### src/rtl/slw_pkg.sv
// Package: shared constants and types for the second-level page-table walker.
// Assumes 64-bit paging entries and 4 KiB tables of 512 entries.
package slw_pkg;

    localparam int unsigned PAGE_SHIFT = 12;
    localparam int unsigned IDX_BITS   = 9;
    localparam int unsigned ENTRY_W    = 64;
    localparam int unsigned BIT_RD     = 0;
    localparam int unsigned BIT_WR     = 1;
    localparam int unsigned BIT_PS     = 7;
    localparam int unsigned RSVD_LO    = 52;
    localparam int unsigned LEAF_LVLS  = 3;

    // Fault condition carried in the low three bits of the fault code.
    typedef enum logic [2:0] {
        COND_NONE     = 3'd0,
        COND_ROOT_RD  = 3'd1,
        COND_ENTRY_RD = 3'd2,
        COND_PERM     = 3'd3,
        COND_RSVD     = 3'd4,
        COND_LARGE    = 3'd5
    } walk_cond_e;

    typedef enum logic [1:0] {
        ST_IDLE,
        ST_ISSUE,
        ST_WAIT,
        ST_DONE
    } walk_state_e;

endpackage

### src/rtl/slw_addr_gen.sv
// Module: slw_addr_gen
// Forms the byte address of the paging entry for the current level.
// The 9-bit index is taken from the address field selected by the level.
// Assumes the index field input covers IDX_BITS*MAX_LEVELS bits above the
// page offset. A level outside 0..MAX_LEVELS-1 yields index 0.
module slw_addr_gen
    import slw_pkg::*;
#(
    parameter int unsigned PA_W       = 52,
    parameter int unsigned MAX_LEVELS = 5,
    parameter int unsigned LVL_W      = 3
) (
    input  logic [IDX_BITS*MAX_LEVELS-1:0] idx_field,
    input  logic [PA_W-PAGE_SHIFT-1:0]     table_frame,
    input  logic [LVL_W-1:0]               level,
    output logic [PA_W-1:0]                entry_addr
);

    logic [IDX_BITS-1:0] idx_at [MAX_LEVELS];
    logic [IDX_BITS-1:0] idx_sel;

    // One index slice per level.
    for (genvar l = 0; l < MAX_LEVELS; l++) begin : g_idx
        assign idx_at[l] = idx_field[IDX_BITS*l +: IDX_BITS];
    end

    // Pick the slice of the current level.
    always_comb begin : p_idx_sel
        idx_sel = '0;
        for (int l = 0; l < MAX_LEVELS; l++) begin
            if (level == LVL_W'(l)) idx_sel = idx_at[l];
        end
    end

    // The table frame is 4 KiB aligned and each entry is 8 bytes.
    assign entry_addr = {table_frame, idx_sel, 3'b000};

endmodule

### src/rtl/slw_entry_check.sv
// Module: slw_entry_check
// Classifies one returned paging entry. It computes the permission result,
// the per-level reserved-bit result, the large-page legality, whether the
// entry is a leaf, and the leaf base and shift.
// Assumes PA_W > PAGE_SHIFT + 2*IDX_BITS so that a 1 GiB base fits.
module slw_entry_check
    import slw_pkg::*;
#(
    parameter int unsigned PA_W       = 52,
    parameter int unsigned MAX_LEVELS = 5,
    parameter int unsigned LVL_W      = 3
) (
    input  logic [ENTRY_W-1:0] entry,
    input  logic [LVL_W-1:0]   level,
    input  logic               is_write,
    input  logic [1:0]         cap_large,
    output logic               perm_ok,
    output logic               rsvd_ok,
    output logic               large_bad,
    output logic               is_leaf,
    output logic [PA_W-1:0]    leaf_base,
    output logic [5:0]         leaf_shift
);

    localparam logic [ENTRY_W-1:0] RSVD_HIGH = {ENTRY_W{1'b1}} << RSVD_LO;
    localparam logic [ENTRY_W-1:0] PS_MASK   = ENTRY_W'(1) << BIT_PS;

    logic [ENTRY_W-1:0] rsvd_mask [MAX_LEVELS];
    logic [PA_W-1:0]    base_at   [LEAF_LVLS];
    logic [ENTRY_W-1:0] mask_sel;
    logic               large_req;
    logic               cap_ok;

    // Reserved mask per level; the upper levels also reserve the page-size bit.
    for (genvar l = 0; l < MAX_LEVELS; l++) begin : g_rsvd
        if (l >= LEAF_LVLS) begin : g_upper
            assign rsvd_mask[l] = RSVD_HIGH | PS_MASK;
        end else begin : g_lower
            assign rsvd_mask[l] = RSVD_HIGH;
        end
    end

    // Leaf base per level, with the bits below the page shift cleared.
    for (genvar l = 0; l < LEAF_LVLS; l++) begin : g_base
        assign base_at[l] = {entry[PA_W-1:PAGE_SHIFT+IDX_BITS*l],
                             {(PAGE_SHIFT+IDX_BITS*l){1'b0}}};
    end

    // Select the reserved mask of the current level.
    always_comb begin : p_mask_sel
        mask_sel = rsvd_mask[0];
        for (int l = 0; l < MAX_LEVELS; l++) begin
            if (level == LVL_W'(l)) mask_sel = rsvd_mask[l];
        end
    end

    // Permission, reserved and large-page decisions for this entry.
    always_comb begin : p_classify
        perm_ok   = is_write ? entry[BIT_WR] : entry[BIT_RD];
        rsvd_ok   = ((entry & mask_sel) == '0);
        large_req = entry[BIT_PS] && ((level == LVL_W'(1)) || (level == LVL_W'(2)));
        cap_ok    = (level == LVL_W'(1)) ? cap_large[0] : cap_large[1];
        large_bad = large_req && !cap_ok;
        is_leaf   = (level == '0) || (large_req && cap_ok);
    end

    // Base and shift of a leaf at this level.
    always_comb begin : p_leaf
        leaf_base  = base_at[0];
        leaf_shift = 6'(PAGE_SHIFT);
        for (int l = 1; l < LEAF_LVLS; l++) begin
            if (level == LVL_W'(l)) begin
                leaf_base  = base_at[l];
                leaf_shift = 6'(PAGE_SHIFT + IDX_BITS*l);
            end
        end
    end

endmodule

### src/rtl/slpt_walker.sv
// Module: slpt_walker (top)
// Walks a multi-level table of 64-bit entries for one DMA address at a time.
// The flow is: accept a request while idle, issue one entry read per level
// with a valid/ready handshake, wait for the response, then classify the
// entry. Classification either ends the walk (leaf or fault) or descends
// one level. Completion is a one-cycle done pulse.
// Assumes req_levels is 3, 4 or 5 and that responses arrive in order,
// one per accepted read.
module slpt_walker
    import slw_pkg::*;
#(
    parameter int unsigned IOVA_W     = 64,
    parameter int unsigned PA_W       = 52,
    parameter int unsigned MAX_LEVELS = 5
) (
    input  logic              clk,
    input  logic              rst_n,
    input  logic              req_valid,
    output logic              req_ready,
    input  logic [IOVA_W-1:0] req_iova,
    input  logic              req_write,
    input  logic              req_scalable,
    input  logic [PA_W-1:0]   req_root,
    input  logic [2:0]        req_levels,
    input  logic [1:0]        cap_large,
    output logic              mem_rd_valid,
    input  logic              mem_rd_ready,
    output logic [PA_W-1:0]   mem_rd_addr,
    input  logic              mem_rsp_valid,
    input  logic [63:0]       mem_rsp_data,
    input  logic              mem_rsp_err,
    output logic              done,
    output logic              xlat_valid,
    output logic [PA_W-1:0]   xlat_base,
    output logic [5:0]        xlat_shift,
    output logic [1:0]        xlat_perm,
    output logic              fault_valid,
    output logic [3:0]        fault_code
);

    localparam int unsigned LVL_W   = 3;
    localparam int unsigned IDX_W   = IDX_BITS * MAX_LEVELS;
    localparam int unsigned IDX_TOP = PAGE_SHIFT + IDX_W;
    localparam int unsigned FRAME_W = PA_W - PAGE_SHIFT;

    walk_state_e         state_q;
    logic [IDX_W-1:0]    idx_q;
    logic [FRAME_W-1:0]  frame_q;
    logic [FRAME_W-1:0]  root_q;
    logic [LVL_W-1:0]    level_q;
    logic                write_q;
    logic                scal_q;
    logic [1:0]          cap_q;
    logic [1:0]          perm_q;
    logic                fault_q;
    walk_cond_e          cond_q;
    logic [PA_W-1:0]     base_q;
    logic [5:0]          shift_q;
    logic [1:0]          perm_out_q;

    logic                perm_ok;
    logic                rsvd_ok;
    logic                large_bad;
    logic                is_leaf;
    logic [PA_W-1:0]     leaf_base;
    logic [5:0]          leaf_shift;
    walk_cond_e          step_cond;
    logic                root_hit;
    logic                unused_iova;
    logic                unused_root;

    // Address bits outside the index fields and the root page offset are not needed.
    assign unused_iova = ^req_iova[PAGE_SHIFT-1:0] ^ ^(req_iova >> IDX_TOP);
    assign unused_root = ^req_root[PAGE_SHIFT-1:0];

    slw_addr_gen #(
        .PA_W       (PA_W),
        .MAX_LEVELS (MAX_LEVELS),
        .LVL_W      (LVL_W)
    ) u_addr (
        .idx_field   (idx_q),
        .table_frame (frame_q),
        .level       (level_q),
        .entry_addr  (mem_rd_addr)
    );

    slw_entry_check #(
        .PA_W       (PA_W),
        .MAX_LEVELS (MAX_LEVELS),
        .LVL_W      (LVL_W)
    ) u_check (
        .entry      (mem_rsp_data),
        .level      (level_q),
        .is_write   (write_q),
        .cap_large  (cap_q),
        .perm_ok    (perm_ok),
        .rsvd_ok    (rsvd_ok),
        .large_bad  (large_bad),
        .is_leaf    (is_leaf),
        .leaf_base  (leaf_base),
        .leaf_shift (leaf_shift)
    );

    // A read error is a root fault when the table read is the root table.
    assign root_hit = (frame_q == root_q);

    // Fault priority within one entry: read error, permission, reserved, large page.
    always_comb begin : p_step_cond
        step_cond = COND_NONE;
        if (mem_rsp_err)   step_cond = root_hit ? COND_ROOT_RD : COND_ENTRY_RD;
        else if (!perm_ok) step_cond = COND_PERM;
        else if (!rsvd_ok) step_cond = COND_RSVD;
        else if (large_bad) step_cond = COND_LARGE;
    end

    // Walk sequencer and result registers.
    always_ff @(posedge clk) begin : p_walk
        if (!rst_n) begin
            state_q    <= ST_IDLE;
            idx_q      <= '0;
            frame_q    <= '0;
            root_q     <= '0;
            level_q    <= '0;
            write_q    <= 1'b0;
            scal_q     <= 1'b0;
            cap_q      <= '0;
            perm_q     <= '0;
            fault_q    <= 1'b0;
            cond_q     <= COND_NONE;
            base_q     <= '0;
            shift_q    <= '0;
            perm_out_q <= '0;
        end else begin
            case (state_q)
                ST_IDLE: begin
                    if (req_valid) begin
                        idx_q   <= req_iova[IDX_TOP-1:PAGE_SHIFT];
                        frame_q <= req_root[PA_W-1:PAGE_SHIFT];
                        root_q  <= req_root[PA_W-1:PAGE_SHIFT];
                        level_q <= req_levels - 3'd1;
                        write_q <= req_write;
                        scal_q  <= req_scalable;
                        cap_q   <= cap_large;
                        perm_q  <= 2'b11;
                        state_q <= ST_ISSUE;
                    end
                end
                ST_ISSUE: begin
                    if (mem_rd_ready) state_q <= ST_WAIT;
                end
                ST_WAIT: begin
                    if (mem_rsp_valid) begin
                        if (step_cond != COND_NONE) begin
                            fault_q <= 1'b1;
                            cond_q  <= step_cond;
                            state_q <= ST_DONE;
                        end else if (is_leaf) begin
                            fault_q    <= 1'b0;
                            cond_q     <= COND_NONE;
                            base_q     <= leaf_base;
                            shift_q    <= leaf_shift;
                            perm_out_q <= perm_q & mem_rsp_data[1:0];
                            state_q    <= ST_DONE;
                        end else begin
                            frame_q <= mem_rsp_data[PA_W-1:PAGE_SHIFT];
                            level_q <= level_q - 3'd1;
                            perm_q  <= perm_q & mem_rsp_data[1:0];
                            state_q <= ST_ISSUE;
                        end
                    end
                end
                default: state_q <= ST_IDLE;
            endcase
        end
    end

    // Port-level view of the sequencer state.
    always_comb begin : p_outputs
        req_ready    = (state_q == ST_IDLE);
        mem_rd_valid = (state_q == ST_ISSUE);
        done         = (state_q == ST_DONE);
        xlat_valid   = done && !fault_q;
        fault_valid  = done && fault_q;
        fault_code   = {scal_q, cond_q};
        xlat_base    = base_q;
        xlat_shift   = shift_q;
        xlat_perm    = perm_out_q;
    end

endmodule

### config.mk
export PLATFORM = sky130hd
export DESIGN_NAME = slpt_walker
export DESIGN_NICKNAME = d
export VERILOG_FILES = /design/src/rtl/slw_pkg.sv /design/src/rtl/slw_addr_gen.sv /design/src/rtl/slw_entry_check.sv /design/src/rtl/slpt_walker.sv
export SDC_FILE = /design/constraint.sdc
export NUM_CORES = 1
export LEC_CHECK = 0
export BUFFER_PORTS_ARGS = -buffer_cell sky130_fd_sc_hd__buf_2
export CAP_MARGIN = 0
export CORE_MARGIN = 4
export CORE_UTILIZATION = 23
export CTS_BUF_LIST = sky130_fd_sc_hd__clkbuf_16
export CTS_CLUSTER_DIAMETER = 80
export DETAILED_ROUTE_END_ITERATION = 7
export HOLD_SLACK_MARGIN = 0.06
export PLACE_DENSITY = 0.42
export SYNTH_ARGS = -nofsm -noshare
export SYNTH_HDL_FRONTEND = slang
export SYNTH_HIERARCHICAL = 1
export SYNTH_SLANG_ARGS = --single-unit
### constraint.sdc
create_clock -name clk -period 2.5 [get_ports clk]
set_input_delay 0.125 -clock clk [delete_from_list [all_inputs] [get_ports clk]]
set_output_delay 0.125 -clock clk [all_outputs]
set_load 0.02 [all_outputs]
==> results.sh <==
export IMPL_area_growth_syn_to_layout_pct=37.4
export IMPL_synth_ff_type="dfxtp_1"
export IMPL_routabilityCongestion=0.766
export IMPL_setup_viol=0
export IMPL_ctsLongestPathBuffers=2
export IMPL_post_route_min_period_ps=2350
export IMPL_num_vias=8627
export IMPL_skew_ps=12.9
export IMPL_die_area_sq_um=43300
export IMPL_r2r_slack_ps=150
export IMPL_numCtsBuffers=17
export IMPL_cp_required_ps=2790
export IMPL_ctsRootBufferMaster="clkbuf_16"
export IMPL_rsz0062_at_grt="false"
export IMPL_final_common_cell="nand2_1"
export IMPL_r2r_start="level_q[0]"
export IMPL_critPathArrivalTime_ps=2640
export IMPL_htree_num_levels=4
export IMPL_synth_cell_types=54
export IMPL_final_cell_count_no_fill=2024
export IMPL_grt_first_pass_wirelength_microns=50900
export IMPL_place_inst=1853
export IMPL_ant_nets=0
export IMPL_first_pass_iters=5
export IMPL_port_buffers=270
export IMPL_min_path_type="in2reg"
export IMPL_reg2regPathDepth=9
export IMPL_syn_area_per_cell_sq_um=7.84
export IMPL_maxCapViolCount=0
export IMPL_grt_usage=0.149
export IMPL_p_leak_nw=5.34
export IMPL_drcViolationCount=0
export IMPL_start_kind="flop"
export IMPL_critPathMaxFanout=28
export IMPL_ios=314
export IMPL_synth_cells=1174
export IMPL_r2r_end="frame_q[10]"
export IMPL_tightest_slew_ps=721
export IMPL_critPathLaunch="level_q[0]"
export IMPL_tritoncts="done"
export IMPL_viasPerCell=4.26
export IMPL_clk_latency_ps=440
export IMPL_max_slew_margin=0.519
export IMPL_cts_clk_slew_worst_paths_ps=80
export IMPL_synth_top_area_frac=0.435
export IMPL_synthesis_area_sq_um=9210
export IMPL_drive_gt1_frac=0.246
export IMPL_period_share=0.941
export IMPL_crit_path_end_kind="flop"
export IMPL_clock_sinks=200
export IMPL_power_density_nw_per_um2=609
export IMPL_async_reset_ff_frac=0
export IMPL_path_class="reg2reg"
export IMPL_maxSlewViolCount=0
export IMPL_endpoint="frame_q[10]"
export IMPL_ys_seq_area_frac=0.435
export IMPL_die_h_microns=208
export IMPL_rows=73
export IMPL_drtIter0Drc=399
export IMPL_placed_cell_area_sq_um=10600
export IMPL_synthTopCellsByArea="dfxtp_1, nand2_1, a21oi_1"
export IMPL_yosys_warnings=6
export IMPL_hold_slack_ps=118
export IMPL_first_global_vias=8520
export IMPL_synth_edff_count=0
export IMPL_outcome="finished, final reports clean"
export IMPL_grt_max_degree=75
export IMPL_synth_top_cell_by_area="dfxtp_1"
export IMPL_nets=1680
export IMPL_start_util=0.232
export IMPL_max_freq_mhz=425
export IMPL_wire_per_inst_microns=16.4
export IMPL_ys_seq_elements=200
export IMPL_dieWidth_microns=208
export IMPL_grt_ovfl_total=0
export IMPL_tns_ps=0
export IMPL_final_hold_viol_count=0
export IMPL_final_area_sq_um=12600
export IMPL_ir_drop_mv=0.450
export IMPL_routed_wirelength_microns=33200
export IMPL_core_area_sq_um=39600
export IMPL_antenna_found_initial=0
export IMPL_final_cell_mix="nand2_1, buf_2, dfxtp_1"
export IMPL_dpl_hpwl_microns=23100
## critical path, stage by stage, from the launching register on
cell,delay [ps]
dfxtp_2,400
nor3b_4,230
mux2i_1,100
and3_1,220
and4bb_2,360
nand2_1,100
o21ai_4,170
buf_12,150
bufbuf_16,360
a311oi_2,120
## worst min-delay path by stage
stage / from / endpoint / slack (ps) / depth (start not counted)
global route: req_levels[1] / level_q[1] / 150 / 4
finish: mem_rsp_valid / state_q[1] / 120 / 4
detailed placement: req_iova[36] / idx_q[24] / 370 / 3
floorplan: rst_n / state_q[0] / 250 / 1
CTS: mem_rsp_valid / state_q[1] / 80 / 4
global placement: req_iova[36] / idx_q[24] / 370 / 3
## registers in the layout, summed over array words and instances, names as in the netlist
signal	flops
cap_q	2
cond_q	3
fault_q	1
frame_q	40
idx_q	45
level_q	3
perm_q	2
root_q	40
scal_q	1
state_q	2
write_q	1
xlat_base	52
xlat_perm	2
xlat_shift	6
## final cells by class
class	count	area [sq um]
multi-input combinational	825	4330
sequential	200	4010
timing repair buffer	437	3090
antenna	2	5.00
fill	4294	27000
clock buffer	17	425
inverter	5	23.8
tap	525	657
clock inverter	13	110
## metrics by stage
stage                     total power [mW]  setup slack (ps)  utilization
after floorplan                       4.48               230            -
after global placement                4.91              82.5        0.269
after detailed placement              4.93              15.4        0.269
after CTS                             7.84              32.8        0.318
after global routing                  8.11              6.16        0.319
final                                 7.70               149        0.319
## routing by layer
layer  routed length, microns  vias up  GRT usage
li1                         -     4413          -
met3                     1700       20     0.0374
met5                        0        -          0
met4                      425        0     0.0351
met2                    16100      197      0.257
met1                    15000     3997      0.188
## logic make-up after synthesis
kind of cell / Yosys count / share of synthesized area
adder cells (fa/ha/maj): 1 / 0.00136
flip-flops: 200 / 0.435
multiplexers: 18 / 0.0211
other: 3 / 0.00122
AO/OA/AOI/OAI: 231 / 0.162
buffers and inverters: 163 / 0.105
AND/OR/NAND/NOR: 517 / 0.235
XOR/XNOR: 41 / 0.0390
## synthesized netlist by cell type (2+ instances only)
library cell / count
and3_1: 2
inv_1: 5
buf_2: 14
a311oi_1: 23
nand2b_1: 6
a21o_1: 2
xnor2_1: 9
nor3_1: 3
clkbuf_1: 55
mux2_2: 3
o21ai_1: 2
dfxtp_1: 200
and2_1: 3
or3_1: 2
nand2_1: 385
xor2_1: 32
nand4_1: 5
a311oi_2: 17
a21oi_1: 158
conb_1: 3
o21ai_0: 4
nor2b_1: 23
mux2_4: 2
and2b_1: 2
o221ai_1: 4
a22oi_1: 4
mux2i_1: 13
buf_6: 3
nor3b_2: 2
buf_4: 85
nor2_1: 57
nor4_1: 11
a211oi_1: 2
a221o_1: 3
nand3_1: 9
a31oi_1: 3
## report_power, final
group          internal (mW)  switching, mW  leakage (nW)
Clock                   1.36           1.31         0.269
Combinational          0.656          0.876          3.43
Sequential              3.36          0.139          1.64
Total                   5.38           2.33          5.34
## timing repair
item                                   in CTS  in global routing
endpoints found under the hold margin     179                  0
pin swaps                                   1                  1
gates cloned                                1                  0
resized for setup                           1                  8
hold buffers                              136                  0
setup buffers                               2                  0
setup endpoints to repair                   2                 77
(Power assumes the default switching activity.)
